[config.mk]
export PLATFORM = sky130hd
export DESIGN_NAME = rz_word_serializer
export DESIGN_NICKNAME = d
export VERILOG_FILES = /design/src/rtl/rz_pkg.sv /design/src/rtl/rz_bit32_sel.sv /design/src/rtl/rz_loopback.sv /design/src/rtl/rz_word_serializer.sv
export SDC_FILE = /design/constraint.sdc
export NUM_CORES = 1
export LEC_CHECK = 0
export BUFFER_PORTS_ARGS = -buffer_cell sky130_fd_sc_hd__buf_2
export CAP_MARGIN = 10
export CORE_MARGIN = 2
export CORE_UTILIZATION = 52
export CTS_BUF_LIST = sky130_fd_sc_hd__clkbuf_8
export CTS_CLUSTER_SIZE = 20
export DETAILED_ROUTE_END_ITERATION = 8
export PLACE_DENSITY = 0.78
export SLEW_MARGIN = 40
export SYNTH_ARGS = -nofsm -noshare
export SYNTH_HDL_FRONTEND = slang
export SYNTH_SLANG_ARGS = --single-unit
[constraint.sdc]
create_clock -name clk -period 2 [get_ports clk]
set_input_delay 0.4 -clock clk [delete_from_list [all_inputs] [get_ports clk]]
set_output_delay 0.4 -clock clk [all_outputs]
set_load 0.02 [all_outputs]
[src/rtl/rz_pkg.sv]
package rz_pkg;
  typedef enum logic [1:0] {
    S_IDLE = 2'd0,
    S_MARK = 2'd1,
    S_NULL = 2'd2,
    S_GAP  = 2'd3
  } rz_state_t;
endpackage

[src/rtl/rz_bit32_sel.sv]
module rz_bit32_sel #(
  parameter int WORD_W = 32
) (
  input  logic [WORD_W-1:0] word_in,
  input  logic              par_even,
  input  logic              par_enable,
  input  logic              par_force,
  output logic              last_bit
);
  localparam int DATA_W = WORD_W - 1;

  logic ones_odd;
  logic par_bit;
  logic use_par;

  always_comb begin
    ones_odd = ^word_in[DATA_W-1:0];
    // odd sense: total ones odd; even sense: total ones even
    par_bit  = par_even ? ones_odd : ~ones_odd;
    use_par  = par_force | par_enable;
    last_bit = use_par ? par_bit : word_in[WORD_W-1];
  end
endmodule

[src/rtl/rz_loopback.sv]
module rz_loopback (
  input  logic enable,
  input  logic tx_pos,
  input  logic tx_neg,
  output logic rx1_pos,
  output logic rx1_neg,
  output logic rx2_pos,
  output logic rx2_neg
);
  always_comb begin
    rx1_pos = enable & tx_pos;
    rx1_neg = enable & tx_neg;
    rx2_pos = enable & tx_neg;
    rx2_neg = enable & tx_pos;
  end
endmodule

[src/rtl/rz_word_serializer.sv]
module rz_word_serializer #(
  parameter int WORD_W  = 32,
  parameter int HI_HALF = 5,
  parameter int HI_GAP  = 40,
  parameter int LO_HALF = 40,
  parameter int LO_GAP  = 320
) (
  input  logic              clk,
  input  logic              rst,
  input  logic              tx_enable,
  input  logic              word_valid,
  input  logic [WORD_W-1:0] word_data,
  output logic              word_pop,
  input  logic              speed_lo,
  input  logic              par_even,
  input  logic              par_enable,
  input  logic              par_force,
  input  logic              selftest,
  output logic              line_pos,
  output logic              line_neg,
  output logic              lb1_pos,
  output logic              lb1_neg,
  output logic              lb2_pos,
  output logic              lb2_neg
);
  import rz_pkg::*;

  localparam int DATA_W  = WORD_W - 1;
  localparam int MAX_A   = (HI_HALF > HI_GAP) ? HI_HALF : HI_GAP;
  localparam int MAX_B   = (LO_HALF > LO_GAP) ? LO_HALF : LO_GAP;
  localparam int MAX_CNT = (MAX_A > MAX_B) ? MAX_A : MAX_B;
  localparam int CNT_W   = $clog2(MAX_CNT + 1);
  localparam int IDX_W   = $clog2(WORD_W);

  localparam logic [CNT_W-1:0] HI_HALF_END = CNT_W'(HI_HALF - 1);
  localparam logic [CNT_W-1:0] HI_GAP_END  = CNT_W'(HI_GAP - 1);
  localparam logic [CNT_W-1:0] LO_HALF_END = CNT_W'(LO_HALF - 1);
  localparam logic [CNT_W-1:0] LO_GAP_END  = CNT_W'(LO_GAP - 1);
  localparam logic [IDX_W-1:0] LAST_IDX    = IDX_W'(WORD_W - 1);

  rz_state_t          state;
  logic [WORD_W-1:0]  shreg;
  logic [CNT_W-1:0]   cnt;
  logic [IDX_W-1:0]   bidx;
  logic               spd;
  logic               last_bit;
  logic [WORD_W-1:0]  load_word;
  logic [CNT_W-1:0]   half_end;
  logic [CNT_W-1:0]   gap_end;
  logic               take;

  rz_bit32_sel #(.WORD_W(WORD_W)) u_bit32 (
    .word_in    (word_data),
    .par_even   (par_even),
    .par_enable (par_enable),
    .par_force  (par_force),
    .last_bit   (last_bit)
  );

  rz_loopback u_loop (
    .enable  (selftest),
    .tx_pos  (line_pos),
    .tx_neg  (line_neg),
    .rx1_pos (lb1_pos),
    .rx1_neg (lb1_neg),
    .rx2_pos (lb2_pos),
    .rx2_neg (lb2_neg)
  );

  always_comb begin
    load_word = {last_bit, word_data[DATA_W-1:0]};
    half_end  = spd ? LO_HALF_END : HI_HALF_END;
    gap_end   = spd ? LO_GAP_END : HI_GAP_END;
    take      = tx_enable && word_valid &&
                ((state == S_IDLE) || ((state == S_GAP) && (cnt == gap_end)));
  end

  always_ff @(posedge clk) begin
    if (rst) begin
      state    <= S_IDLE;
      shreg    <= '0;
      cnt      <= '0;
      bidx     <= '0;
      spd      <= 1'b0;
      word_pop <= 1'b0;
      line_pos <= 1'b0;
      line_neg <= 1'b0;
    end else begin
      word_pop <= take;
      if (take) begin
        shreg    <= load_word;
        spd      <= speed_lo;
        cnt      <= '0;
        bidx     <= '0;
        state    <= S_MARK;
        line_pos <= load_word[0];
        line_neg <= ~load_word[0];
      end else begin
        case (state)
          S_MARK: begin
            if (cnt == half_end) begin
              cnt      <= '0;
              state    <= S_NULL;
              line_pos <= 1'b0;
              line_neg <= 1'b0;
            end else begin
              cnt <= cnt + CNT_W'(1);
            end
          end
          S_NULL: begin
            if (cnt == half_end) begin
              cnt <= '0;
              if (bidx == LAST_IDX) begin
                state <= S_GAP;
              end else begin
                bidx     <= bidx + IDX_W'(1);
                shreg    <= {1'b0, shreg[WORD_W-1:1]};
                state    <= S_MARK;
                line_pos <= shreg[1];
                line_neg <= ~shreg[1];
              end
            end else begin
              cnt <= cnt + CNT_W'(1);
            end
          end
          S_GAP: begin
            if (cnt == gap_end) begin
              cnt   <= '0;
              state <= S_IDLE;
            end else begin
              cnt <= cnt + CNT_W'(1);
            end
          end
          default: begin
            cnt      <= '0;
            line_pos <= 1'b0;
            line_neg <= 1'b0;
          end
        endcase
      end
    end
  end
endmodule

; Word-level counts from Yosys, hierarchy flattened
; Index checks and enable logic that the tools add are counted.
[word_totals]
memories = 0
out_inout_bits = 7
wordCells = 76
latch_bits = 0
romBits = 0
in_bits = 41
regBits = 52
ram_bits = 0
[classes]
eq_ne = 15
div = 0
shifts = 0
n_bitwise = 7
n_mul = 0
n_addsub = 2
reduce_logical = 17
n_lt_le_gt_ge = 0
muxes = 26
[ops]
columns = op, n
row1 = $mux 32, 4
row2 = $reduce_xor 31->1, 1
row3 = $mux 9, 3
row4 = $pmux 9 s2, 1
row5 = $reduce_and 4->1, 3
row6 = $mux 1, 10
row7 = $add 9x1->9 const B, 1
row8 = $eq 9x6->1, 1
row9 = $eq 9x9->1, 1
row10 = $ne 3x3->1 const B, 3
row11 = $mux 2, 4
row12 = $ne 2x2->1 const B, 4
row13 = $mux 6, 1
row14 = $pmux 1 s3, 2
row15 = $pmux 2 s3, 1
row16 = $reduce_and 3->1, 2
row17 = $add 5x1->5 const B, 1
row18 = $eq 5x5->1 const B, 1
row19 = $eq 2x2->1 const B, 2
row20 = $not 1->1, 4
row21 = $reduce_bool 2->1, 2
row22 = $reduce_bool 4->1, 1
row23 = $reduce_or 2->1, 2
row24 = $logic_and 1x1->1, 3
row25 = other kinds (8), 9

; Depth between registers and ports, before layout
; Gate-level depths: netlist (run 1).
[logic_depth]
ltp_word = 7
depth_mapped = 10
mapped_depth_nobuf = 7

; Hierarchy
; A second synthesis (run 1) with hierarchy kept.
[hier_totals]
hier_cells = 324
hier_area_um2 = 2676.3
[by_module_without_submodules]
columns = module, n_inst, area_each_um2, cells_each, seq_area_each_um2
row1 = rz_word_serializer, 1, 2364.8, 286, 1021.0
row2 = rz_bit32_sel, 1, 284.0, 34, 0.0
row3 = rz_loopback, 1, 27.5, 4, 0.0

; Least setup slack after synthesis (run 1)
; OpenSTA, ideal clock, no wires.
[synth_timing]
path_type = reg-to-reg
startpoint = register spd
endpoint = register bidx[3]
n_path_buf = 3
period_less_slack_ns = 2.107
t_required_ns = 1.879
arrival_ns = 1.986
setup_time_ns = 0.121
slack_ns = -0.107
path_stages_with_launch = 10
path_cell_list = dfxtp_1 > or4_4 > a211oi_4 > and3b_1 > buf_4 > buf_12 > buf_8 > nand4_1 > xor2_1 > nor2_1
[synth_between]
elab_chain_len = 6
elab_cells_between_ends = 9
cone_classes = eq/ne (2) / mux (2) / reduce/logical (5)
[synth_rtl]
columns = item, line_no
row1 = start: declaration, rz_word_serializer.sv:45  ; logic spd;
row2 = start signal: assignment, rz_word_serializer.sv:92  ; spd <= speed_lo;
row3 = $mux 9, rz_word_serializer.sv:73  ; gap_end = spd ? LO_GAP_END : HI_GAP_END;
row4 = $eq 9x9->1, rz_word_serializer.sv:75  ; ((state == S_IDLE) || ((state == S_GAP) && (cnt == gap_end)));
row5 = $logic_and 1x1->1, rz_word_serializer.sv:75
row6 = $logic_or 1x1->1, rz_word_serializer.sv:75
row7 = $logic_and 1x1->1, rz_word_serializer.sv:74  ; take = tx_enable && word_valid &&
row8 = $reduce_or 2->1 (no source line), n/a
row9 = end signal: assignment, rz_word_serializer.sv:116  ; bidx <= bidx + IDX_W'(1);
row10 = end: declaration, rz_word_serializer.sv:44  ; logic [IDX_W-1:0] bidx;
; Parallel ways exist; a longest one is shown, timed or not.
; A chain may end at the register's enable or synchronous reset.

; Worst setup path in the final report (run 1)
[layout_timing]
startpoint = register cnt[4]
endpoint = register shreg[31]
[layout_between]
elab_chain_len = 6
elab_cells_between_ends = 10
cone_classes = eq/ne (3) / mux (1) / reduce/logical (6)
[layout_rtl]
columns = item, line_no
row1 = start: declaration, rz_word_serializer.sv:43  ; logic [CNT_W-1:0] cnt;
row2 = start signal: assignment, rz_word_serializer.sv:107  ; cnt <= cnt + CNT_W'(1);
row3 = start signal: assignment, rz_word_serializer.sv:123  ; cnt <= cnt + CNT_W'(1);
row4 = start signal: assignment, rz_word_serializer.sv:131  ; cnt <= cnt + CNT_W'(1);
row5 = $eq 9x9->1, rz_word_serializer.sv:75
row6 = $logic_and 1x1->1, rz_word_serializer.sv:75
row7 = $logic_or 1x1->1, rz_word_serializer.sv:75
row8 = $logic_and 1x1->1, rz_word_serializer.sv:74
row9 = $ne 2x2->1 (no source line) / $reduce_bool 2->1 (equally long branches), n/a
row10 = $reduce_and 3->1 (no source line), n/a
row11 = end signal: assignment, rz_word_serializer.sv:91  ; shreg <= load_word;
row12 = end signal: assignment, rz_word_serializer.sv:117  ; shreg <= {1'b0, shreg[WORD_W-1:1]};
row13 = end: declaration, rz_word_serializer.sv:42  ; logic [WORD_W-1:0] shreg;
; Parallel ways exist; a longest one is shown, timed or not.

==> flow_summary.json, run 1 <==
{
  "clk_pin_slew_worst_paths_ns": 0.09,
  "root_buffer": "clkbuf_8",
  "whs_ns": 0.328,
  "core_um2": 5070,
  "cts_max_level": 2,
  "dieArea_um2": 5850,
  "path_delay_family": "simple AND/OR/NAND/NOR gates",
  "start_util": 0.538,
  "n_antenna_cell": 0,
  "post_drt_wl_per_cell_um": 13.4,
  "fmax_ghz": 0.467,
  "switching_share": 0.280,
  "ir_drop_mv": 0.409,
  "clockBufferDepth": 2,
  "worst_ep_required_time_ns": 2.24,
  "status": "finished, violations left",
  "cts_hold_buf": 0,
  "rows": 26,
  "syn-cell-area_um2": 2730,
  "intPower_w": 0.00179,
  "setup_slack_ns": -0.142,
  "gp_congestion": 0.799,
  "fillers": 425,
  "min-delay-start": "speed_lo",
  "cts.sinks": 51,
  "die_w_um": 76.5,
  "synth_nets": 338,
  "dp_cells": 407,
  "crit_fanout": 6,
  "insertion_delay_ns": 0.31,
  "post-place-ws_ns": -0.0304,
  "antenna_found_initial": 0,
  "cts_inserted_buffers": 5,
  "hold_viol_final": 0,
  "crit_slowest_cell": "or4_4",
  "area_growth_pct": 23.7,
  "die_h_um": 76.5,
  "rsz0062_at_grt": "true",
  "drc_errors": 0,
  "gr-total-overflow": 0,
  "clock_power_share": 0.301,
  "dpl.hpwl_um": 3830,
  "synth_edf_count": 0,
  "drive_gt1_frac": 0.310,
  "worstPathCellList": "or4_4 -> a2111oi_4 -> o211ai_4 -> nor4bb_1 -> a21oi_1 -> o21ai_1",
  "power_frac_seq": 0.461,
  "power_density_nw_per_um2": 737,
  "combinationalPowerShare": 0.237,
  "finalNonFillerCells": 418,
  "cp-startpoint": "cnt[4]$_SDFF_PP0_",
  "vias": 2218,
  "p_leak_nw": 1.26,
  "period_needed_ns": 2.14,
  "final_util": 0.666,
  "failed_checks": "negative setup slack",
  "drv_slew": 0,
  "finalCritPeriodShare": 1.07,
  "nets": 396,
  "cap_violations": 0,
  "totalNegativeSetupSlack_ns": -1.56,
  "synthCells": 289,
  "critPathLaunchType": "flip-flop",
  "grt_pass1_vias": 2130,
  "switchingPower_w": 0.000698,
  "io_pins": 48,
  "worstReg2RegStart": "cnt[4]$_SDFF_PP0_",
  "grt_pass1_wl_um": 9250,
  "grt_max_degree": 39,
  "drtIter0Drc": 79,
  "yosysSeqAreaShare": 0.374,
  "critPathMaxStageDelay_ns": 0.55,
  "viasPerCell": 5.31,
  "fin_skew_ns": 0.00524,
  "ys.flop_type": "dfxtp_1",
  "firstDrtPassIters": 4,
  "crit_type": "reg -> reg",
  "cts_tree": "yes",
  "yosysWarnings": 0,
  "port_buffers": 47,
  "crit_arrival_ns": 2.38,
  "avgSynthCellArea_um2": 9.45,
  "wl_um": 5610,
  "slew_headroom": 0.723,
  "ys_ff_latch": 51,
  "crit_path_end_kind": "flip-flop",
  "ant_nets": 0,
  "hold_path_class": "in -> reg",
  "track_usage": 0.190,
  "tightest_slew_ns": 0.415,
  "synthArstFlopShare": 0,
  "setup_viol": 36,
  "path_buf_inv": 0,
  "yosysUniqueCellTypes": 36
}
## final cells by class
cell class,count,area (um^2),area share
Sequential cell,51,1020,0.303
Inverter,6,22.5,0.00666
Clock buffer,6,82.6,0.0244
Tap cell,70,87.6,0.0259
Clock inverter,2,35.0,0.0104
Multi-Input combinational cell,214,1660,0.491
Timing Repair Buffer,69,467,0.138
## layer usage
metal | vias up | GRT usage | part of all wire
met5 | - | 0 | 0
met4 | 0 | 0.0545 | 0.014
met3 | 7 | 0.0486 | 0.044
met2 | 46 | 0.319 | 0.47
met1 | 1044 | 0.242 | 0.47
li1 | 1121 | - | -
## power by group through the flow
| stage | Combinational [W] | Sequential [W] | Clock, W |
|---|---|---|---|
| after floorplan | 0.000389 | 0.00116 | 0 |
| after global placement | 0.000521 | 0.00117 | 0 |
| after detailed placement | 0.000528 | 0.00117 | 0 |
| after CTS | 0.000548 | 0.00115 | 0.000758 |
| after global routing | 0.000654 | 0.00116 | 0.000800 |
| final | 0.000591 | 0.00115 | 0.000750 |
## cells in the final DEF (no fill, tap or decap), types with 2 or more instances in the layout
master,instances
and2_1,2
nor2_2,7
nand4_1,3
dfxtp_2,3
or3_1,3
mux2i_2,2
a211oi_1,28
inv_1,6
o21ai_0,4
buf_4,16
mux2i_1,31
xor2_1,7
nand3b_1,2
ha_1,8
and3_1,3
nand3_1,3
a311oi_2,2
xnor2_1,34
dfxtp_1,48
clkbuf_8,6
buf_2,47
nand2_1,3
a21oi_1,2
nor2_1,48
or3b_4,3
a211oi_2,4
buf_12,3
or4_4,2
## logic make-up (layout without fill, tap and decap cells)
kind of cell	count (synthesis)	count (layout)	synth area share
fa+ha+maj	8	8	0.0366
flops	51	51	0.374
compound gates	47	47	0.136
buf+inv	25	83	0.0573
simple gates	84	85	0.144
mux	33	33	0.121
xor+xnor	41	41	0.131
## worst register-to-register path, stage by stage (launching register included)
cell and delay, ns:
dfxtp_2 0.34, or4_4 0.55, a2111oi_4 0.40, o211ai_4 0.20, nor4bb_1 0.40, a21oi_1 0.09
o21ai_1 0.10
## what timing repair did
action,CTS,global route
pin swaps,8,22
buffers inserted,1,1
setup endpoints to repair,30,50
endpoints found under the hold margin,0,0
gates resized for setup,13,20
cloned,0,2
## path summary, 6_finish.rpt
check | to | slack (ns) | cells past startpoint
max | shreg[31]$_SDFFE_PP0P_ | -0.14 | 6
min | spd$_SDFFE_PP0P_ | 0.33 | 3
max reg2reg | shreg[31]$_SDFFE_PP0P_ | -0.14 | 6
min reg2reg | bidx[4]$_SDFFE_PP0P_ | 0.53 | 2
## per-stage QoR
stage | power [W] | area [um^2]
after floorplan | 0.00155 | 2740
after global placement | 0.00169 | 3100
after detailed placement | 0.00170 | 3100
after CTS | 0.00245 | 3270
after global routing | 0.00261 | 3380
final | 0.00249 | 3380
## state kept, by name, indices dropped and copies added (netlist names)
name	cells
state	2
word_pop	1
cnt	9
line_neg	1
shreg	31
spd	1
bidx	5
line_pos	1
## cell usage after synthesis (all sizes together) (4+ instances only)
cell type   n  share of area
xor2        7          0.022
dfxtp      51           0.37
a211oi     33          0.095
xnor2      34           0.11
nand3       4         0.0073
inv         6         0.0082
buf        11          0.038
mux2i      33           0.12
nand2       4         0.0055
o21ai       5         0.0092
nor2       55          0.076
ha          8          0.037
clkbuf      8          0.011
(Power assumes the default switching activity.)
==> inputs of run 2 (changes only) <==
- GPL_TIMING_DRIVEN: not set -> 0
- HOLD_SLACK_MARGIN: not set -> 0.03
==> flow_summary.json, run 2 (synthesized netlist as in run 1, its figures left out) <==
{
  "hold_viol_final": 0,
  "period_needed_ns": 2.18,
  "min-delay-start": "speed_lo",
  "track_usage": 0.215,
  "crit_arrival_ns": 2.38,
  "core_um2": 5070,
  "firstDrtPassIters": 4,
  "setup_slack_ns": -0.184,
  "reg_top3": "shreg (31), cnt (9), bidx (5)",
  "drc_errors": 0,
  "rsz0062_at_grt": "true",
  "cts_tree": "yes",
  "clk_pin_slew_worst_paths_ns": 0.09,
  "start_util": 0.538,
  "min_path_cells": 3,
  "tightest_slew_ns": 0.708,
  "crit_path_end_kind": "flip-flop",
  "grt_max_degree": 16,
  "clockBufferDepth": 2,
  "nets": 414,
  "n_antenna_cell": 0,
  "gr-total-overflow": 0,
  "insertion_delay_ns": 0.32,
  "power_density_nw_per_um2": 698,
  "crit_type": "reg -> reg",
  "post_drt_wl_per_cell_um": 15.3,
  "cap_violations": 0,
  "most-common-layout-cells": "buf_2, dfxtp_1, nor2_1, xnor2_1, mux2i_1",
  "ff2ff_path_depth": 9,
  "rows": 26,
  "drtIter0Drc": 89,
  "port_buffers": 47,
  "io_pins": 48,
  "status": "finished, violations left",
  "dpl_cell_area_um2": 3070,
  "cts_hold_buf": 0,
  "crit_fanout": 7,
  "regArea_um2": 1030,
  "cts.sinks": 51,
  "p_leak_nw": 1.39,
  "cts_max_level": 2,
  "grt_pass1_vias": 2197,
  "antenna_found_initial": 0,
  "stdcell_area_um2": 3710,
  "fin_skew_ns": 0.0129,
  "top_register": "shreg",
  "largest_reg_flops": 31,
  "hold_path_class": "in -> reg",
  "gp_congestion": 0.746,
  "vias": 2336,
  "intPower_w": 0.00184,
  "switching_share": 0.292,
  "cts_inserted_buffers": 5,
  "ant_nets": 0,
  "dpl.hpwl_um": 4030,
  "clock_power_share": 0.291,
  "critPathLaunchType": "flip-flop",
  "final_common_cell": "buf_2",
  "failed_checks": "negative setup slack",
  "worst_ep_required_time_ns": 2.20,
  "drv_slew": 0,
  "slew_headroom": 0.528,
  "area_growth_pct": 36.0,
  "power_w": 0.00259,
  "drive_gt1_frac": 0.429,
  "ir_drop_mv": 0.377,
  "setup_viol": 49,
  "final_util": 0.732,
  "cp-startpoint": "cnt[1]$_SDFF_PP0_",
  "worstReg2RegStart": "cnt[1]$_SDFF_PP0_",
  "wl_um": 6680,
  "fmax_ghz": 0.458,
  "grt_pass1_wl_um": 10200,
  "viasPerCell": 5.36,
  "die_h_um": 76.5,
  "multi_input_area_um2": 1810,
  "finalCritPeriodShare": 1.09,
  "dieArea_um2": 5850,
  "switchingPower_w": 0.000757,
  "die_w_um": 76.5,
  "root_buffer": "clkbuf_8",
  "power_frac_seq": 0.446,
  "fillers": 349,
  "combinationalPowerShare": 0.263
}
run 2: path summary, 6_finish.rpt:
path	end	slack, ns
worst max-delay path	bidx[3]$_SDFFE_PP0P_	-0.18
worst min-delay path	spd$_SDFFE_PP0P_	0.34
worst max register to register	bidx[3]$_SDFFE_PP0P_	-0.18
worst min register to register	cnt[0]$_SDFF_PP0_	0.46
run 2: power by group through the flow:
stage	logic, W	clock network (W)	registers, W
finish	0.000683	0.000755	0.00116
global route	0.000737	0.000810	0.00117
CTS	0.000623	0.000758	0.00115
detailed placement	0.000534	0	0.00117
global placement	0.000518	0	0.00117
floorplan	0.000389	0	0.00116
run 2: critical path, cell delays in order (launching register included):
cell	delay (ns)
dfxtp_2	0.33
or4_4	0.54
a211oi_4	0.24
and3b_1	0.22
buf_6	0.12
buf_12	0.13
buf_8	0.11
nand4_1	0.10
xor2_1	0.20
nor2_1	0.08
run 2: final cells by class:
cell class	count	area share
multi-input combinational	214	0.487
sequential	51	0.278
clock inverter	2	0.00943
clock buffer	6	0.0222
tap	70	0.0236
buffer	18	0.0488
inverter	6	0.00606
timing repair buffer	69	0.124
run 2: per-stage QoR:
stage | hold WS, ns | worst slack, ns | TNS, ns | cells
2_1_floorplan | 0.453 | -0.0705 | -0.799 | 289
3_3_place_gp | 0.472 | -0.231 | -8.48 | 406
3_5_place_dp | 0.479 | -0.323 | -9.77 | 406
4_1_cts | 0.334 | -0.178 | -6.19 | 430
5_1_grt | 0.326 | -0.259 | -8.26 | 436
6_report | 0.336 | -0.184 | -4.43 | 436
run 2: what timing repair did:
| action | CTS | global route |
|---|---|---|
| pin swaps | 13 | 26 |
| resized for setup | 51 | 45 |
| gates cloned | 1 | 2 |
| setup endpoints to repair | 50 | 51 |
| setup buffers | 16 | 5 |
run 2: layer usage:
metal / global-route usage / vias to the layer above / share of wire
met4: 0.0691 / 0 / 0.021
met2: 0.370 / 66 / 0.50
met1: 0.272 / 1090 / 0.43
met5: 0 / - / 0
met3: 0.0391 / 13 / 0.050
li1: - / 1167 / -
==> inputs of run 3 (changes only) <==
- CORE_UTILIZATION: 52 -> 41
- PLACE_DENSITY: 0.78 -> not set
==> flow_summary.json, run 3 (synthesized netlist as in run 1, its figures left out) <==
{
  "status": "finished, violations left",
  "failed_checks": "negative setup slack",
  "gr-total-overflow": 0,
  "insertion_delay_ns": 0.31,
  "finalCritPeriodShare": 1.08,
  "firstDrtPassIters": 4,
  "power_w": 0.00256,
  "power_density_nw_per_um2": 694,
  "die_w_um": 85.6,
  "tightest_slew_ns": 0.702,
  "port_buffers": 47,
  "track_usage": 0.174,
  "dieArea_um2": 7330,
  "root_buffer": "clkbuf_8",
  "path_buf_inv": 3,
  "period_needed_ns": 2.16,
  "hold_viol_final": 0,
  "setup_slack_ns": -0.165,
  "viasPerCell": 5.16,
  "final_common_cell": "nor2_1",
  "fmax_ghz": 0.462,
  "vias": 2266,
  "final_util": 0.577,
  "post_drt_wl_per_cell_um": 13.8,
  "most-common-layout-cells": "nor2_1, buf_2, dfxtp_1, xnor2_1, a211oi_2",
  "crit_fanout": 6,
  "ant_nets": 0,
  "r2r_setup_slack_ns": -0.16,
  "cts.sinks": 51,
  "gp_congestion": 0.770,
  "rows": 29,
  "cts_max_level": 2,
  "cp-startpoint": "cnt[5]$_SDFF_PP0_",
  "wl_um": 6070,
  "largest_reg_flops": 31,
  "cts_hold_buf": 0,
  "cts_tree": "yes",
  "drc_errors": 0,
  "drive_gt1_frac": 0.401,
  "dp_cells": 413,
  "nets": 410,
  "p_leak_nw": 1.36,
  "start_util": 0.428,
  "clk_pin_slew_worst_paths_ns": 0.09,
  "area_growth_pct": 34.9,
  "antenna_found_initial": 0,
  "post-place-ws_ns": -0.264,
  "worst_ep_required_time_ns": 2.16,
  "reg_top3": "shreg (31), cnt (9), bidx (5)",
  "worstPathCellList": "or4_4 -> a211oi_4 -> and3b_1 -> buf_6 -> buf_12 -> buf_16 -> mux2i_1 -> a211oi_2",
  "drv_slew": 0,
  "dpl.hpwl_um": 4220,
  "stdcell_area_um2": 3680,
  "fin_skew_ns": 0.0143,
  "grt_pass1_vias": 2240,
  "drtIter0Drc": 88,
  "io_pins": 48,
  "slew_headroom": 0.532,
  "crit_slowest_cell": "or4_4",
  "die_h_um": 85.6,
  "path_delay_family": "simple AND/OR/NAND/NOR gates",
  "min-delay-start": "speed_lo",
  "setup_viol": 49,
  "grt_pass1_wl_um": 10400,
  "critPathLaunchType": "flip-flop",
  "worstReg2RegStart": "cnt[5]$_SDFF_PP0_",
  "core_um2": 6390,
  "clockBufferDepth": 2,
  "ir_drop_mv": 0.415,
  "grt_max_degree": 16,
  "hold_path_class": "in -> reg",
  "top_register": "shreg",
  "dpl_cell_area_um2": 3070,
  "finalNonFillerCells": 439,
  "crit_path_end_kind": "flip-flop",
  "crit_type": "reg -> reg",
  "rsz0062_at_grt": "true",
  "n_antenna_cell": 0,
  "critPathMaxStageDelay_ns": 0.53,
  "cap_violations": 0,
  "crit_arrival_ns": 2.33,
  "cts_inserted_buffers": 5
}
==> run 3: changes by cell type in the layout (fill, tap and decap cells not counted), sizes merged <==
cell  delta
buf      -4
==> run 3: worst paths after layout <==
check / end / cells after the start
worst min-delay path: spd$_SDFFE_PP0P_ / 3
worst min register to register: cnt[0]$_SDFF_PP0_ / 1
worst max-delay path: shreg[1]$_SDFFE_PP0P_ / 8
worst max register to register: shreg[1]$_SDFFE_PP0P_ / 8
==> run 3: power by group <==
part,switching (W),total [W],internal (W),leakage (nW)
Combinational,0.000328,0.000658,0.000330,0.879
Clock,0.000338,0.000743,0.000405,0.0612
Sequential,0.0000582,0.00115,0.00110,0.420
Total,0.000724,0.00256,0.00183,1.36
==> run 3: routing by layer <==
metal,share of wire,wire length (um),track usage,vias up
met3,0.047,284,0.0385,7
li1,-,-,-,1157
met2,0.48,2890,0.292,50
met5,0,0,0,-
met4,0.014,85,0.0519,0
met1,0.46,2810,0.225,1052
==> run 3: worst register-to-register path, stage by stage, from the launching register on <==
cell and delay [ns]:
dfxtp_2 0.36, or4_4 0.53, a211oi_4 0.23, and3b_1 0.20
buf_6 0.12, buf_12 0.14, buf_16 0.12, mux2i_1 0.24
a211oi_2 0.10
==> run 3: repair_timing <==
| item | CTS | global route |
|---|---|---|
| cloned | 3 | 0 |
| gates resized for setup | 55 | 32 |
| buffers inserted | 13 | 3 |
| pin swaps | 30 | 9 |
| setup endpoints to repair | 50 | 51 |
==> run 3: stage by stage <==
| stage | hold WS, ns | TNS [ns] |
|---|---|---|
| 4_1_cts | 0.324 | -6.41 |
| 2_1_floorplan | 0.453 | -0.799 |
| 6_report | 0.329 | -4.01 |
| 5_1_grt | 0.361 | -8.08 |
| 3_3_place_gp | 0.478 | -10.10 |
| 3_5_place_dp | 0.481 | -10.07 |
==> run 3: layout make-up <==
cell class,instances,area (um^2)
fill,569,2700
multi-input combinational,214,1800
sequential,51,1030
timing repair buffer,65,438
buffer,18,179
tap,77,96.3
clock buffer,6,82.6
clock inverter,2,35.0
inverter,6,22.5
